### src/rtl/subword_mix_pkg.sv
package subword_mix_pkg;

  typedef enum logic [2:0] {
    OP_MIXH_HI = 3'd0,
    OP_MIXH_LO = 3'd1,
    OP_MIXW_HI = 3'd2,
    OP_MIXW_LO = 3'd3,
    OP_PERMH   = 3'd4
  } mixOp_e;

  // Strobes from control to datapath
  typedef struct packed {
    logic load;       // capture a new result this cycle
    logic selMixH;    // halfword interleave
    logic selMixW;    // word interleave
    logic selPerm;    // halfword permute of A
    logic pickRight;  // lower picks for the interleaves
  } mixStrobes_t;

endpackage

### src/rtl/subword_mix_ctrl.sv
module subword_mix_ctrl
  import subword_mix_pkg::*;
(
  input  logic        clk,
  input  logic        rst,
  input  logic        validIn,
  input  logic [2:0]  opSel,
  output mixStrobes_t stb,
  output logic        validOut
);

  always_comb begin
    stb           = '0;
    stb.load      = validIn;
    unique case (opSel)
      OP_MIXH_HI: stb.selMixH = 1'b1;
      OP_MIXH_LO: begin stb.selMixH = 1'b1; stb.pickRight = 1'b1; end
      OP_MIXW_HI: stb.selMixW = 1'b1;
      OP_MIXW_LO: begin stb.selMixW = 1'b1; stb.pickRight = 1'b1; end
      OP_PERMH:   stb.selPerm = 1'b1;
      default:    ;
    endcase
  end

  always_ff @(posedge clk) begin
    if (rst) validOut <= 1'b0;
    else     validOut <= validIn;
  end

  assert_strobe_follows_R2: assert property (@(posedge clk) disable iff (rst)
    validIn |=> validOut);
  assert_no_spurious_strobe_R3: assert property (@(posedge clk) disable iff (rst)
    !validIn |=> !validOut);

endmodule

### src/rtl/subword_mix_datapath.sv
module subword_mix_datapath
  import subword_mix_pkg::*;
#(
  parameter  int LANE_W    = 16,
  parameter  int NUM_LANES = 4,
  localparam int DW        = LANE_W * NUM_LANES,
  localparam int IW        = $clog2(NUM_LANES),
  localparam int PSW       = IW * NUM_LANES
) (
  input  logic             clk,
  input  logic             rst,
  input  mixStrobes_t      stb,
  input  logic [DW-1:0]    opA,
  input  logic [DW-1:0]    opB,
  input  logic [PSW-1:0]   permSel,
  output logic [DW-1:0]    result
);

  localparam int HALF = NUM_LANES / 2;

  // Lane 0 of each array is the most significant lane
  logic [LANE_W-1:0] aLane [NUM_LANES];
  logic [LANE_W-1:0] bLane [NUM_LANES];
  logic [DW-1:0]     nextRes;

  for (genvar i = 0; i < NUM_LANES; i++) begin : g_unpack
    assign aLane[i] = opA[DW-1-i*LANE_W -: LANE_W];
    assign bLane[i] = opB[DW-1-i*LANE_W -: LANE_W];
  end

  for (genvar d = 0; d < NUM_LANES; d++) begin : g_lane
    localparam int PAIR = (d / 2) * 2;
    logic [LANE_W-1:0] hLane, wLane, pLane;
    logic [IW-1:0]     srcIdx;

    // Halfword interleave: even lanes from A, odd lanes from B
    if (d % 2 == 0) begin : g_hA
      assign hLane = stb.pickRight ? aLane[PAIR+1] : aLane[PAIR];
    end else begin : g_hB
      assign hLane = stb.pickRight ? bLane[PAIR+1] : bLane[PAIR];
    end

    // Word interleave: upper half from A, lower half from B
    if (d < HALF) begin : g_wA
      assign wLane = stb.pickRight ? aLane[d+HALF] : aLane[d];
    end else begin : g_wB
      assign wLane = stb.pickRight ? bLane[d] : bLane[d-HALF];
    end

    // Permute: field for destination d sits at the top for d = 0
    assign srcIdx = permSel[PSW-1-d*IW -: IW];
    assign pLane  = aLane[srcIdx];

    assign nextRes[DW-1-d*LANE_W -: LANE_W] =
        stb.selPerm ? pLane :
        stb.selMixW ? wLane :
        stb.selMixH ? hLane : '0;
  end

  always_ff @(posedge clk) begin
    if (rst)           result <= '0;
    else if (stb.load) result <= nextRes;
  end

  assert_hold_idle_R3: assert property (@(posedge clk) disable iff (rst)
    !stb.load |=> $stable(result));

  assert_mixh_top_lane_R4: assert property (@(posedge clk) disable iff (rst)
    (stb.load && stb.selMixH && !stb.pickRight)
      |=> result[DW-1 -: LANE_W] == $past(opA[DW-1 -: LANE_W]));

  assert_mixw_low_half_R7: assert property (@(posedge clk) disable iff (rst)
    (stb.load && stb.selMixW && stb.pickRight)
      |=> result[DW/2-1:0] == $past(opB[DW/2-1:0]));

  assert_perm_broadcast_R10: assert property (@(posedge clk) disable iff (rst)
    (stb.load && stb.selPerm && permSel == '0)
      |=> result == {NUM_LANES{$past(opA[DW-1 -: LANE_W])}});

  assert_undefined_zero_R11: assert property (@(posedge clk) disable iff (rst)
    (stb.load && !stb.selPerm && !stb.selMixW && !stb.selMixH)
      |=> result == '0);

endmodule

### src/rtl/subword_mix_unit.sv
module subword_mix_unit
  import subword_mix_pkg::*;
#(
  parameter  int LANE_W    = 16,
  parameter  int NUM_LANES = 4,
  localparam int DW        = LANE_W * NUM_LANES,
  localparam int PSW       = $clog2(NUM_LANES) * NUM_LANES
) (
  input  logic           clk,
  input  logic           rst,
  input  logic           validIn,
  input  logic [2:0]     opSel,
  input  logic [DW-1:0]  opA,
  input  logic [DW-1:0]  opB,
  input  logic [PSW-1:0] permSel,
  output logic           validOut,
  output logic [DW-1:0]  result
);

  mixStrobes_t stb;

  subword_mix_ctrl i_ctrl (
    .clk      (clk),
    .rst      (rst),
    .validIn  (validIn),
    .opSel    (opSel),
    .stb      (stb),
    .validOut (validOut)
  );

  subword_mix_datapath #(
    .LANE_W    (LANE_W),
    .NUM_LANES (NUM_LANES)
  ) i_datapath (
    .clk     (clk),
    .rst     (rst),
    .stb     (stb),
    .opA     (opA),
    .opB     (opB),
    .permSel (permSel),
    .result  (result)
  );

endmodule

### config.mk
export PLATFORM = sky130hd
export DESIGN_NAME = subword_mix_unit
export DESIGN_NICKNAME = d
export VERILOG_FILES = /design/src/rtl/subword_mix_pkg.sv /design/src/rtl/subword_mix_ctrl.sv /design/src/rtl/subword_mix_datapath.sv /design/src/rtl/subword_mix_unit.sv
export SDC_FILE = /design/constraint.sdc
export NUM_CORES = 1
export LEC_CHECK = 0
export BUFFER_PORTS_ARGS = -buffer_cell sky130_fd_sc_hd__clkbuf_2
export CAP_MARGIN = 20
export CORE_ASPECT_RATIO = 0.7
export CORE_MARGIN = 10
export CORE_UTILIZATION = 30
export CTS_CLUSTER_DIAMETER = 30
export DETAILED_ROUTE_END_ITERATION = 8
export GPL_TIMING_DRIVEN = 0
export PLACE_DENSITY = 0.67
export RECOVER_POWER = 100
export SYNTH_ARGS = -nofsm -noshare
export SYNTH_HDL_FRONTEND = slang
export SYNTH_SLANG_ARGS = --single-unit
### constraint.sdc
create_clock -name clk -period 1.6 [get_ports clk]
set_input_delay 0.32 -clock clk [delete_from_list [all_inputs] [get_ports clk]]
set_output_delay 0.32 -clock clk [all_outputs]
set_load 0.02 [all_outputs]
After elaboration in Yosys (flattened, before gate mapping)
Cells that the tools add are included.
{"block": "word_totals", "reg_bits": 65, "input_bits": 142, "output_inout_bits": 65, "elab_cells": 54}
{"block": "op_classes", "order_cmp": 4, "eq_ne": 4, "n_mux": 36, "n_bitwise": 4, "n_reduce_logical": 4}
{"op": "$mux W16", "n": 28}
{"op": "$bmux W16 S2", "n": 4}
{"op": "$ge A3 B3 Y1 const B", "n": 4}
{"op": "$not A2 Y3", "n": 4}
{"op": "$eq A3 B2 Y1 const B", "n": 2}
{"op": "$reduce_or A2 Y1", "n": 3}
{"op": "$mux W1", "n": 4}
{"op": "$eq A3 B1 Y1 const B", "n": 1}
{"op": "$eq A3 B3 Y1 const B", "n": 1}
{"op": "$logic_not A3 Y1", "n": 1}

Logic depth before layout (Yosys ltp)
{"block": "logic_depth", "depth_word": 7, "mapped_depth": 7}

By module
A second synthesis with hierarchy kept.
{"block": "unflattened", "cells_unflattened": 615, "area_unflattened_um2": 5839.4}
{"module": "subword_mix_datapath", "n_inst": 1, "cells_each": 608, "area_per_inst_um2": 5771.8}
{"module": "subword_mix_ctrl", "n_inst": 1, "cells_each": 7, "area_per_inst_um2": 67.6}

Worst setup path before layout
OpenSTA, ideal clock, no wires.
{"block": "synth_path", "path_kind": "input port to flip-flop", "startpoint": "input port permSel[2]", "endpoint": "register i_datapath.result[18]", "arrival_ps": 1441, "path_slack_ps": 27, "stages": 5, "cell_sequence": "buf_2 -> buf_4 -> mux4_2 -> o2bb2ai_1 -> o21ai_0"}
{"block": "synth_between", "elab_chain_len": 5}
{"item": "from (decl)", "line_no": "subword_mix_unit.sv:15", "rtl": "input logic [PSW-1:0] permSel,"}
{"item": "$not A2 Y3 (not written as such)", "line_no": "subword_mix_datapath.sv:52", "rtl": "assign pLane = aLane[srcIdx];"}
{"item": "$bmux W16 S2", "line_no": "subword_mix_datapath.sv:52"}
{"item": "$mux W16 (not written as such) (2 in a row)", "line_no": "subword_mix_datapath.sv:52"}
{"item": "$mux W16", "line_no": "subword_mix_datapath.sv:55", "rtl": "stb.selPerm ? pLane :"}
{"item": "to (signal assigned)", "line_no": "subword_mix_datapath.sv:62", "rtl": "else if (stb.load) result <= nextRes;"}
{"item": "to (decl)", "line_no": "subword_mix_datapath.sv:16", "rtl": "output logic [DW-1:0] result"}
No other way between the ends. The select of a mux whose other input is x is not followed.
A chain may end at the register's enable or synchronous reset.

Worst setup path in the final report
{"block": "layout_path", "startpoint": "input port permSel[2]", "endpoint": "register i_datapath.result[29]"}
Same word-level chain as after synthesis.

==> key figures <==
Run status
  – Run status: finished clean

Routing
  – Remaining DRCs: 0
  – Vias: 6133
  – Post-route ant nets: 0
  – First drt pass iteration count: 5
  – Post-DR wirelength/cell: 25.6 um
  – Vias per cell: 5.82
  – 1st-iter DRT viols: 819
  – WL final: 27.0 mm

GRT
  – Top Usage Layer GRT: met2
  – Antenna violations before repair: 3
  – Total GRT Usage: 20.1%
  – Largest net degree at the start of global routing: 17
  – First-pass GRT wire length: 39.5 mm
  – M2 GR Usage: 29.7%
  – M1 GR Usage: 27.0%
  – Vias in the first global route: 6176
  – Gr ovfl total: 0
  – Met3 Use GR: 7.17%

STA
  – RSZ-0062 raised after global routing: no
  – Fin worst setup slack: 74.3 ps
  – Final hold vios: 0
  – Crit share post-route: 95.4%
  – Fin crit period: 1530 ps
  – Worst Clk Skew: 0 ps
  – Fmax achieved: 655 MHz
  – Rel. slew slack: 55.0%
  – Fin. max-slew vios: 0
  – Worst-Margin Slew: 675 ps
  – Final Setup Violations: 0

Critical path
  – Req. time, crit path: 1810 ps
  – Setup crit end kind: register
  – Buf+Inv Stages, Crit Path: 2
  – Crit Path Max Fanout: 10
  – Crit path cell chain: clkbuf_2 > buf_6 > mux4_2 > o2bb2ai_1 > o21ai_0
  – Slowest cell on crit path: mux4_2
  – Max incr delay on CP: 520 ps
  – RR Endpoint: i_datapath.result[3]
  – Startpoint types: input port
  – Critical path class: in2reg
  – WP data arrival: 1740 ps
  – Crit path max-delay family: multiplexers
  – Reg2Reg Depth: 2
  – Origin of the critical flop-to-flop path: i_datapath.result[3]
  – R2R Setup Slk: 670 ps

Floorplan
  – Vert. Die Dim: 137 um
  – Die Wd: 187 um
  – Cell Rows: 42
  – Initial Util: 30.8%
  – Die ar.: 0.0256 mm^2
  – Core outline area: 0.0190 mm^2
  – # IOs: 207

Yosys
  – XOR/XNOR share of the synthesized area: 0%
  – Synthesis Warnings: 0
  – Post-Syn Instances: 579
  – Syn_nets: 721
  – Simple-gate portion of the synthesized area: 9.66%
  – Compound-gate portion of the synthesized area: 28.1%
  – Mux contribution to synthesized area: 33.2%
  – Largest family of logic cells by synthesized area: multiplexers
  – Average cell area after synthesis: 10.1 um^2
  – Distinct cells, synth: 33
  – Synth Area in Adders: 0%
  – Top-area cell type share of the netlist area: 24.6%
  – Cell taking the most area after synthesis: mux4_2
  – Post-Syn Area: 0.00586 mm^2
  – FF+latch count, synth: 65
  – Post-synthesis sequential area ratio: 22.2%
  – Area contributors post-synth: mux4_2 25%, dfxtp_1 22%, mux2i_1 5.5%, o32ai_1 4.8%, o21ai_0 4.6%

Power and ir drop
  – Max rail drop VDD: 0.514 mV
  – P per Cell Area: 753 mW/mm^2
  – Power, Total: 0.00551 W
  – Static Leak: 2.74 nW

Placement
  – Final HPWL DP: 22.0 mm
  – Gp weighted congestion: 0.964
  – IO buf count: 195
  – Worst slack at placement: -489 ps

Clocking
  – Max clock buf depth: 2
  – CTS Buf Count: 9
  – Clock Sinks: 65
  – Clock latency on the worst-skew pair: 350 ps
  – Reg clk slew, reported paths: 60 ps
  – CTS Root Cell: clkbuf_16
  – CTS tree: done
  – CTS Hold Bufs: 0
  – CTS H-Tree Depth: 3

Hold path
  – Min-delay src: opB[47]
  – Hold Path Depth: 3
  – Worst Hold Path EP: i_datapath.result[15]
  – Class of the tightest hold or removal check: in2reg

Final layout
  – Share of cells above drive strength 1: 37.5%
  – Commonest non-fill, non-tap cell in the layout: clkbuf_2
  – Layout Nets: 926
  – Syn-to-layout area delta: 25.0%
  – Final Util: 38.5%
  – Commonest cells after routing, fill and taps aside: 139 x clkbuf_2, 82 x clkbuf_1, 65 x dfxtp_1

Job
  – Max Cap Viol: 0
==> how the worst max path moves through the flow <==
stage               startpoint                     to  slack (ps)  cells past startpoint
finish              permSel[2]  i_datapath.result[29]          70                      5
global route          opSel[0]   i_datapath.result[6]          10                      6
CTS                 permSel[2]  i_datapath.result[29]          10                      5
detailed placement     validIn  i_datapath.result[32]        -490                      6
global placement       validIn  i_datapath.result[32]        -460                      6
floorplan           permSel[2]  i_datapath.result[18]          30                      5
==> where the power goes <==
group / switching [W] / internal [W]
sequential: 0.0000560 / 0.00172
combinational: 0.00103 / 0.000769
clock: 0.000807 / 0.00112
==> per-stage QoR <==
step | area [um^2] | std cells | TNS (ps) | hold slack [ps]
after floorplan | 5860 | 579 | 0 | 402
after global placement | 7160 | 1038 | -13330 | 437
after global routing | 7320 | 1053 | 0 | 283
after detailed placement | 7160 | 1038 | -14150 | 443
after CTS | 7440 | 1053 | 0 | 257
final | 7320 | 1054 | 0 | 262
==> logic make-up (layout without fill, tap and decap cells) <==
| kind of cell | after synthesis | after routing |
|---|---|---|
| AOI/OAI and AO/OA | 209 | 209 |
| DFF | 65 | 65 |
| other | 0 | 1 |
| and+or+nand+nor | 123 | 123 |
| buffers and inverters | 70 | 280 |
| muxes | 112 | 112 |
==> worst register-to-register path, stage by stage, from the launching register on <==
cell	delay, ps
dfxtp_1	330
nor2_1	40
a2111oi_0	420
==> flip-flops by register name, indices dropped and copies added, names as in the netlist <==
register and cells:
i_ctrl.validOut 1, i_datapath.result 64
==> timing repair <==
| item | in CTS | in global routing |
|---|---|---|
| buffers inserted | 0 | 0 |
| endpoints found under the setup margin | 10 | 21 |
| gates resized for setup | 1 | 8 |
==> layout make-up <==
type / instances / area, um^2
Sequential cell: 65 / 1300
Clock inverter: 5 / 30.0
Timing Repair Buffer: 195 / 895
Inverter: 1 / 3.75
Antenna cell: 1 / 2.50
Multi-Input combinational cell: 444 / 4100
Clock buffer: 11 / 253
Fill cell: 1988 / 11700
Buffer: 68 / 402
Tap cell: 264 / 330
==> layer usage <==
| layer | share of wire (%) | wire, um |
|---|---|---|
| met1 | 43 | 11600 |
| met2 | 42 | 11300 |
| met3 | 13 | 3450 |
| met4 | 2.1 | 559 |
| met5 | 0.048 | 13 |
==> cells in the mapped netlist <==
cell type / count
a2111oi_1: 2
a2111oi_2: 13
a21oi_1: 17
a221oi_1: 22
a221oi_2: 9
a2bb2oi_1: 16
a311oi_1: 1
and2b_1: 1
buf_1: 2
buf_2: 28
buf_4: 11
buf_6: 7
buf_8: 1
clkbuf_1: 20
dfxtp_1: 65
inv_1: 1
mux2_2: 16
mux2i_1: 32
mux4_2: 64
nand2_1: 35
nand2b_1: 17
nand2b_4: 1
nor2_1: 65
nor2_4: 1
nor2_8: 1
nor3b_2: 1
nor3b_4: 1
o21a_1: 16
o21ai_0: 54
o21ai_1: 10
o21bai_1: 1
o2bb2ai_1: 16
o32ai_1: 32
No activity file was read; power rests on OpenSTA's default activity.
